$ cat src/rtl/dirc_pkg.sv
package dirc_pkg;

  typedef enum logic [1:0] {
    ST_UNC = 2'd0,
    ST_CLN = 2'd1,
    ST_DRT = 2'd2
  } blk_st_e;

  typedef enum logic [2:0] {
    MK_DSH = 3'd0,
    MK_DEX = 3'd1,
    MK_FRD = 3'd2,
    MK_FWR = 3'd3,
    MK_INV = 3'd4,
    MK_NAK = 3'd5
  } msg_kind_e;

  typedef enum logic [2:0] {
    S_INIT = 3'd0,
    S_IDLE = 3'd1,
    S_LOOK = 3'd2,
    S_INV  = 3'd3,
    S_FIN  = 3'd4
  } fsm_e;

endpackage

$ cat src/rtl/dirc_store.sv
module dirc_store #(
  parameter int DEPTH = 256,
  parameter int W     = 18,
  localparam int IW   = $clog2(DEPTH)
) (
  input  logic          clk,
  input  logic          rd_en,
  input  logic [IW-1:0] rd_idx,
  output logic [W-1:0]  rd_data,
  input  logic          wr_en,
  input  logic [IW-1:0] wr_idx,
  input  logic [W-1:0]  wr_data
);

  logic [W-1:0] mem [DEPTH];

  always_ff @(posedge clk) begin
    if (wr_en) mem[wr_idx] <= wr_data;
    if (rd_en) rd_data <= mem[rd_idx];
  end

endmodule

$ cat src/rtl/dirc_lowbit.sv
module dirc_lowbit #(
  parameter int N  = 16,
  localparam int W = $clog2(N)
) (
  input  logic [N-1:0] vec,
  output logic [W-1:0] idx,
  output logic         hit
);

  always_comb begin
    idx = '0;
    hit = 1'b0;
    for (int i = N - 1; i >= 0; i--) begin
      if (vec[i]) begin
        idx = W'(i);
        hit = 1'b1;
      end
    end
  end

endmodule

$ cat src/rtl/dirc_pend.sv
module dirc_pend #(
  parameter int NCLU = 16,
  parameter int IW   = 8,
  localparam int CW  = $clog2(NCLU),
  localparam int NW  = $clog2(NCLU + 1)
) (
  input  logic          clk,
  input  logic          rst,
  input  logic          alloc,
  input  logic [IW-1:0] a_idx,
  input  logic [NW-1:0] a_cnt,
  input  logic          a_excl,
  input  logic          a_fwd,
  input  logic [CW-1:0] a_req,
  input  logic [CW-1:0] a_own,
  input  logic          ack_valid,
  input  logic [IW-1:0] ack_idx,
  input  logic          rel,
  output logic          busy,
  output logic          done,
  output logic [IW-1:0] p_idx,
  output logic          p_excl,
  output logic          p_fwd,
  output logic [CW-1:0] p_req,
  output logic [CW-1:0] p_own
);

  logic [NW-1:0] cnt_q;
  logic          ack_hit;

  assign ack_hit = ack_valid && (ack_idx == p_idx);
  assign done    = busy && (cnt_q == '0);

  always_ff @(posedge clk) begin
    if (rst) begin
      busy   <= 1'b0;
      cnt_q  <= '0;
      p_idx  <= '0;
      p_excl <= 1'b0;
      p_fwd  <= 1'b0;
      p_req  <= '0;
      p_own  <= '0;
    end else if (alloc) begin
      busy   <= 1'b1;
      cnt_q  <= a_cnt;
      p_idx  <= a_idx;
      p_excl <= a_excl;
      p_fwd  <= a_fwd;
      p_req  <= a_req;
      p_own  <= a_own;
    end else begin
      if (rel) busy <= 1'b0;
      if (busy && cnt_q != '0 && ack_hit) cnt_q <= cnt_q - NW'(1);
    end
  end


  no_extra_ack_chk: assert property (@(posedge clk) disable iff (rst)
    done |-> !ack_hit);


  single_slot_chk: assert property (@(posedge clk) disable iff (rst)
    alloc |-> !busy);

endmodule

$ cat src/rtl/dirc_home.sv
module dirc_home
  import dirc_pkg::*;
#(
  parameter int NCLU  = 16,
  parameter int DEPTH = 256,
  localparam int CW   = $clog2(NCLU),
  localparam int IW   = $clog2(DEPTH),
  localparam int NW   = $clog2(NCLU + 1),
  localparam int EW   = NCLU + 2
) (
  input  logic          clk,
  input  logic          rst,
  input  logic          req_valid,
  output logic          req_ready,
  input  logic          req_excl,
  input  logic [CW-1:0] req_src,
  input  logic [IW-1:0] req_blk,
  input  logic          ack_valid,
  input  logic [IW-1:0] ack_blk,
  output logic          msg_valid,
  input  logic          msg_ready,
  output logic [2:0]    msg_kind,
  output logic [CW-1:0] msg_dst,
  output logic [CW-1:0] msg_req,
  output logic [IW-1:0] msg_blk
);

  fsm_e st_q, st_d;

  logic [IW-1:0]   init_idx;
  logic            rq_excl;
  logic [CW-1:0]   rq_src;
  logic [IW-1:0]   rq_idx;
  logic [NCLU-1:0] inv_left, inv_d;

  logic            rd_en;
  logic [EW-1:0]   rd_data;
  logic            wr_en;
  logic [IW-1:0]   wr_idx;
  logic [EW-1:0]   wr_data;

  logic            alloc, rel;
  logic [NW-1:0]   a_cnt;
  logic            a_fwd;
  logic            p_busy, p_done, p_excl, p_fwd;
  logic [IW-1:0]   p_idx;
  logic [CW-1:0]   p_req, p_own;

  logic            ld;
  msg_kind_e       ld_kind;
  logic [CW-1:0]   ld_dst, ld_req;
  logic [IW-1:0]   ld_idx;

  blk_st_e         ent_st;
  logic [NCLU-1:0] ent_pr, src_bit, others, preq_bit, pown_bit;
  logic [CW-1:0]   own, inv_pick;
  logic            own_hit, inv_hit, same_blk, out_free, accept;

  assign ent_st   = blk_st_e'(rd_data[EW-1:EW-2]);
  assign ent_pr   = rd_data[NCLU-1:0];
  assign src_bit  = NCLU'(1) << rq_src;
  assign preq_bit = NCLU'(1) << p_req;
  assign pown_bit = NCLU'(1) << p_own;
  assign others   = ent_pr & ~src_bit;
  assign same_blk = p_busy && (p_idx == rq_idx);
  assign out_free = !msg_valid || msg_ready;

  assign req_ready = (st_q == S_IDLE) && !p_done;
  assign accept    = req_ready && req_valid;

  dirc_store #(.DEPTH(DEPTH), .W(EW)) u_store (
    .clk     (clk),
    .rd_en   (rd_en),
    .rd_idx  (req_blk),
    .rd_data (rd_data),
    .wr_en   (wr_en),
    .wr_idx  (wr_idx),
    .wr_data (wr_data)
  );

  dirc_lowbit #(.N(NCLU)) u_owner (
    .vec (ent_pr),
    .idx (own),
    .hit (own_hit)
  );

  dirc_lowbit #(.N(NCLU)) u_invsel (
    .vec (inv_left),
    .idx (inv_pick),
    .hit (inv_hit)
  );

  dirc_pend #(.NCLU(NCLU), .IW(IW)) u_pend (
    .clk       (clk),
    .rst       (rst),
    .alloc     (alloc),
    .a_idx     (rq_idx),
    .a_cnt     (a_cnt),
    .a_excl    (rq_excl),
    .a_fwd     (a_fwd),
    .a_req     (rq_src),
    .a_own     (own),
    .ack_valid (ack_valid),
    .ack_idx   (ack_blk),
    .rel       (rel),
    .busy      (p_busy),
    .done      (p_done),
    .p_idx     (p_idx),
    .p_excl    (p_excl),
    .p_fwd     (p_fwd),
    .p_req     (p_req),
    .p_own     (p_own)
  );

  always_comb begin
    st_d    = st_q;
    rd_en   = 1'b0;
    ld      = 1'b0;
    ld_kind = MK_NAK;
    ld_dst  = rq_src;
    ld_req  = rq_src;
    ld_idx  = rq_idx;
    wr_en   = 1'b0;
    wr_idx  = rq_idx;
    wr_data = '0;
    alloc   = 1'b0;
    a_cnt   = '0;
    a_fwd   = 1'b0;
    rel     = 1'b0;
    inv_d   = inv_left;
    case (st_q)
      S_INIT: begin
        wr_en  = 1'b1;
        wr_idx = init_idx;
        if (init_idx == IW'(DEPTH - 1)) st_d = S_IDLE;
      end
      S_IDLE: begin
        if (p_done) st_d = S_FIN;
        else if (req_valid) begin
          rd_en = 1'b1;
          st_d  = S_LOOK;
        end
      end
      S_LOOK: begin
        if (out_free) begin
          st_d = S_IDLE;
          ld   = 1'b1;
          if (same_blk) begin
            ld_kind = MK_NAK;
          end else if (ent_st == ST_DRT && own_hit) begin
            if (own == rq_src) begin
              ld_kind = MK_DEX;
            end else if (p_busy) begin
              ld_kind = MK_NAK;
            end else begin
              ld_kind = rq_excl ? MK_FWR : MK_FRD;
              ld_dst  = own;
              alloc   = 1'b1;
              a_cnt   = NW'(1);
              a_fwd   = 1'b1;
            end
          end else if (!rq_excl) begin
            ld_kind = MK_DSH;
            wr_en   = 1'b1;
            wr_data = {ST_CLN, ent_pr | src_bit};
          end else if (others == '0) begin
            ld_kind = MK_DEX;
            wr_en   = 1'b1;
            wr_data = {ST_DRT, src_bit};
          end else if (p_busy) begin
            ld_kind = MK_NAK;
          end else begin
            ld    = 1'b0;
            alloc = 1'b1;
            a_cnt = NW'($countones(others));
            inv_d = others;
            st_d  = S_INV;
          end
        end
      end
      S_INV: begin
        if (out_free && inv_hit) begin
          ld      = 1'b1;
          ld_kind = MK_INV;
          ld_dst  = inv_pick;
          inv_d   = inv_left & ~(NCLU'(1) << inv_pick);
          if (inv_d == '0) st_d = S_IDLE;
        end
      end
      S_FIN: begin
        ld_idx = p_idx;
        ld_req = p_req;
        ld_dst = p_req;
        wr_idx = p_idx;
        if (p_fwd) begin
          wr_en   = 1'b1;
          wr_data = p_excl ? {ST_DRT, preq_bit} : {ST_CLN, preq_bit | pown_bit};
          rel     = 1'b1;
          st_d    = S_IDLE;
        end else if (out_free) begin
          ld      = 1'b1;
          ld_kind = MK_DEX;
          wr_en   = 1'b1;
          wr_data = {ST_DRT, preq_bit};
          rel     = 1'b1;
          st_d    = S_IDLE;
        end
      end
      default: st_d = S_IDLE;
    endcase
  end

  always_ff @(posedge clk) begin
    if (rst) begin
      st_q     <= S_INIT;
      init_idx <= '0;
      inv_left <= '0;
      rq_excl  <= 1'b0;
      rq_src   <= '0;
      rq_idx   <= '0;
    end else begin
      st_q     <= st_d;
      inv_left <= inv_d;
      if (st_q == S_INIT) init_idx <= init_idx + IW'(1);
      if (accept) begin
        rq_excl <= req_excl;
        rq_src  <= req_src;
        rq_idx  <= req_blk;
      end
    end
  end

  always_ff @(posedge clk) begin
    if (rst) begin
      msg_valid <= 1'b0;
      msg_kind  <= '0;
      msg_dst   <= '0;
      msg_req   <= '0;
      msg_blk   <= '0;
    end else if (ld) begin
      msg_valid <= 1'b1;
      msg_kind  <= ld_kind;
      msg_dst   <= ld_dst;
      msg_req   <= ld_req;
      msg_blk   <= ld_idx;
    end else if (msg_ready) begin
      msg_valid <= 1'b0;
    end
  end


  hold_msg_chk: assert property (@(posedge clk) disable iff (rst)
    msg_valid && !msg_ready |=> msg_valid && $stable(msg_kind) && $stable(msg_dst)
                                && $stable(msg_req) && $stable(msg_blk));


  quiet_init_chk: assert property (@(posedge clk) disable iff (rst)
    st_q == S_INIT |-> !msg_valid);


  inv_in_slot_chk: assert property (@(posedge clk) disable iff (rst)
    msg_valid && msg_kind == MK_INV |-> p_busy);


  fwd_in_slot_chk: assert property (@(posedge clk) disable iff (rst)
    msg_valid && (msg_kind == MK_FRD || msg_kind == MK_FWR) |-> p_busy);


  dirty_single_chk: assert property (@(posedge clk) disable iff (rst)
    wr_en && wr_data[EW-1:EW-2] == ST_DRT |-> $countones(wr_data[NCLU-1:0]) == 1);


  clean_shared_chk: assert property (@(posedge clk) disable iff (rst)
    wr_en && wr_data[EW-1:EW-2] == ST_CLN |-> wr_data[NCLU-1:0] != '0);

endmodule

$ cat config.mk
export PLATFORM = sky130hd
export DESIGN_NAME = dirc_home
export DESIGN_NICKNAME = d
export VERILOG_FILES = /design/src/rtl/dirc_pkg.sv /design/src/rtl/dirc_store.sv /design/src/rtl/dirc_lowbit.sv /design/src/rtl/dirc_pend.sv /design/src/rtl/dirc_home.sv
export SDC_FILE = /design/constraint.sdc
export NUM_CORES = 2
export LEC_CHECK = 0
export ABC_AREA = 1
export BUFFER_PORTS_ARGS = -buffer_cell sky130_fd_sc_hd__buf_2
export CORE_UTILIZATION = 40
export DETAILED_ROUTE_END_ITERATION = 8
export GPL_ROUTABILITY_DRIVEN = 1
export PLACE_DENSITY = 0.56
export SYNTH_ARGS = -nofsm -noshare
export SYNTH_HDL_FRONTEND = slang
export SYNTH_MEMORY_MAX_BITS = 65536
export SYNTH_SLANG_ARGS = --single-unit
$ cat constraint.sdc
create_clock -name clk -period 33.9 [get_ports clk]
set_input_delay 6.78 -clock clk [delete_from_list [all_inputs] [get_ports clk]]
set_output_delay 6.78 -clock clk [all_outputs]
set_load 0.01 [all_outputs]
==> flow_summary_export.csv <==
group,metric,value,unit
global_route,grt_overflow,0,
critical_path,r2r_cells,13,
timing,max_slew_margin,0.3526,%
floorplanning,core,464800,um2
critical_path,cp_max_fo,111,
yosys,synth.yosys.seq_area_share,75.08,%
job,max_cap_violations,1,
timing,min_period,12540,ps
timing,setup_viol_count_final,0,
finish,areaGrowthSynthToFinish,11.84,%
global_route,grt_pass1_wl,845.9,mm
global_route,antenna_found_initial,34,
placement,portBuffers,46,
routing,drc,0,
yosys,synthTopCellsByCount,"4626 x edfxtp_1, 3496 x nor2_1, 3059 x o21ai_0, 1459 x o22ai_1, 835 x clkbuf_1",
global_route,track_usage,24.35,%
yosys,avgSynthCellArea,12.81,um2
floorplanning,chipWidth,686.2,um
timing,finalCritPeriodShare,37.00,%
clock_tree,cts_root_buffer,"clkbuf_16",
placement,place_congestion,0.8624,
timing,tns,0,ps
critical_path,rrSetupSlack,27730,ps
worst_hold_path,worstHoldEndpoint,"msg_blk[5]",
clock_tree,ctsResizeCount,0,
yosys,synth_ff_type,"edfxtp_1",
yosys,synth.top_cell.area_share,74.18,%
worst_hold_path,min_from,"msg_blk[5]",
critical_path,max_stage_delay,800,ps
finish,final_area,209400,um2
clock_tree,cts_buffer_depth,4,
yosys,ys.warnings.count,0,
critical_path,cp_common_cell,"buf_4",
clock_tree,cts_sinks,4710,
timing,rsz0062_at_grt,"false",
clock_tree,cts_setup_buffers,0,
yosys,synth-edff-count,4626,
run_status,violations,"capacitance limit",
clock_tree,cts_made_buffers,468,
routing,dr.pass1.iters,5,
clock_tree,worstSkewPairLatency,1070,ps
finish,stdcell_count,21020,
clock_tree,cts_tree,"done",
routing,viasPerCell,5.912,
timing,drv_slew,0,
critical_path,cp_cell_sequence,"buf_12 > inv_8 > buf_4 > buf_4 > buf_4 > buf_4 > buf_4 > o21ai_0 > o22ai_1 > o21ai_0 > o22ai_1 > o21ai_0 > o22ai_1 > nor2_1 > o22ai_1",
yosys,synthTopCellsByArea,"edfxtp_1 74%, o21ai_0 8.2%, nor2_1 7.0%",
floorplanning,ios,47,
finish,drive_above_1_share,8.981,%
placement,placed_area,194900,um2
floorplanning,start_util,40.29,%
routing,routedWlPerCell,28.29,um
yosys,synthArstFlopShare,0,%
placement,dp_slack,20540,ps
pwr,power.leakage,67.45,nW
clock_tree,cts_htree_levels,5,
critical_path,cp_slowest_cell,"buf_4",
worst_hold_path,hold_class,"flop to flop",
timing,hold_violations,0,
critical_path,cp_data_arrival_time,13420,ps
pwr,powerDensity,64.64,nW/um2
pwr,ir_worst_vdd,64.88,uV
critical_path,crit_required,34780,ps
yosys,synth_area,187300,um2
yosys,synth_cell_types,49,
timing,max_clock_freq,79.73,MHz
finish,layout.nets,14490,
yosys,synthesis.nets,14670,
clock_tree,clk_pin_slew,60,ps
finish,fin_util,45.06,%
critical_path,r2r-end,"u_store.mem[61][11]",
yosys,yosys.area.top_type,"edfxtp_1",
critical_path,cp_top_family,"buffers and inverters",
placement,dpl.hpwl,330.9,mm
worst_hold_path,hold_path_depth,2,
pwr,total_power,13.54,mW
run_status,status,"finished with violations",
yosys,postSynthRegisterBits,4710,
routing,drtIter0Drc,17510,
floorplanning,rows,250,
timing,final.setup_skew,141.5,ps
timing,worst_slack,21360,ps
yosys,syn_inst,14620,
clock_tree,ctsHoldBuffers,0,
floorplanning,fp.dieH,686.2,um
critical_path,end_kind,"flop",
critical_path,critPathBufInv,7,
critical_path,worstSetupPathType,"input pin to flop",
routing,dr_total_vias,124200,
global_route,grt_pass1_vias,113600,
routing,ant_nets,0,
critical_path,start_kind,"input pin",
global_route,grt_max_degree,202,
routing,totalWireLength,594.6,mm
critical_path,worstReg2RegStart,"rq_src[1]",
placement,place_inst,20150,
timing,worst_pin_slew,1495,ps
yosys,yosysMostFrequentCell,"edfxtp_1",
timing,hold_ws,458.2,ps
floorplanning,dieArea,470900,um2
flip-flops by register name, summed over array words and instances, names as in the netlist, 5 cells and up:
name	flops
u_pend.p_idx	8
init_idx	8
u_store.mem	4608
u_pend.cnt_q	5
u_store.rd_data	18
inv_left	16
rq_idx	8
msg_blk	8
worst max path at each step:
stage,from,to,cells past startpoint
6_report,req_blk[0],u_store.rd_data[2],15
5_1_grt,req_blk[0],u_store.rd_data[2],15
4_1_cts,req_blk[0],u_store.rd_data[2],15
3_5_place_dp,req_blk[0],u_store.rd_data[2],15
3_3_place_gp,req_blk[0],u_store.rd_data[2],15
2_1_floorplan,msg_ready,u_store.mem[0][10],8
layer usage:
layer / up-vias / GRT usage, % / part of all wire, %
met5: - / 0 / 0.016
met4: 16 / 8.930 / 4.0
met1: 62680 / 35.53 / 42
met3: 976 / 4.523 / 9.8
met2: 6391 / 36.39 / 44
li1: 54180 / - / -
power breakdown:
part	switching, mW	internal (mW)	total, mW
registers	0.0551	6.72	6.78
clock network	2.24	2.77	5.01
logic	1.42	0.326	1.75
total	3.72	9.82	13.5
worst register-to-register path, cell delays in order, from the launching register on:
cell and delay, ps:
dfxtp_1 760, inv_1 480, nor3_2 280, nand2_1 100
nand2_1 100, inv_1 100, nor4_1 350, nand2_1 230
nand2_1 180, inv_2 60, nor2_4 400, a22o_4 890
buf_4 800, buf_4 920
cell usage in the layout (no fill, tap or decap), types with 16 or more instances in the layout:
cell type  synthesis  routed
buf_12             1      26
nand2_1          197     191
clkbuf_1         835     114
nor2_1          3496    3327
nor3_1            17      17
nand4_1           29      29
a21oi_1           76      76
nor2_2            21     153
o32ai_1           88      84
nor2_4             2      39
clkbuf_16          0     475
nand3_1           58      57
o21ai_0         3059    3052
clkinv_2           0      85
buf_4             19     367
bufinv_16          0      27
o21ai_1           15      16
a31oi_1           22      22
o22ai_1         1459    1458
inv_1            167     166
edfxtp_1        4626    4626
dfxtp_1           84      84
buf_2            197      40
clkinv_1           5     118
cells by family after synthesis:
family          Yosys count  synth area share (%)
compound gates         4747                 13.90
xor+xnor                 18               0.08419
fa+ha+maj                19                0.1670
buf+inv                1269                 2.778
flops                  4710                 75.08
simple gates           3861                 7.987
final cells by class:
class	instances	area (um2)
repair buffers	439	3555
clock buffers	591	12340
flip-flops and latches	4710	140600
multi-input cells	8645	42310
inverters	185	729.5
diodes	12	30.03
well taps	6174	7725
fillers	41860	255400
clock inverters	261	2151
(Power assumes the default switching activity.)
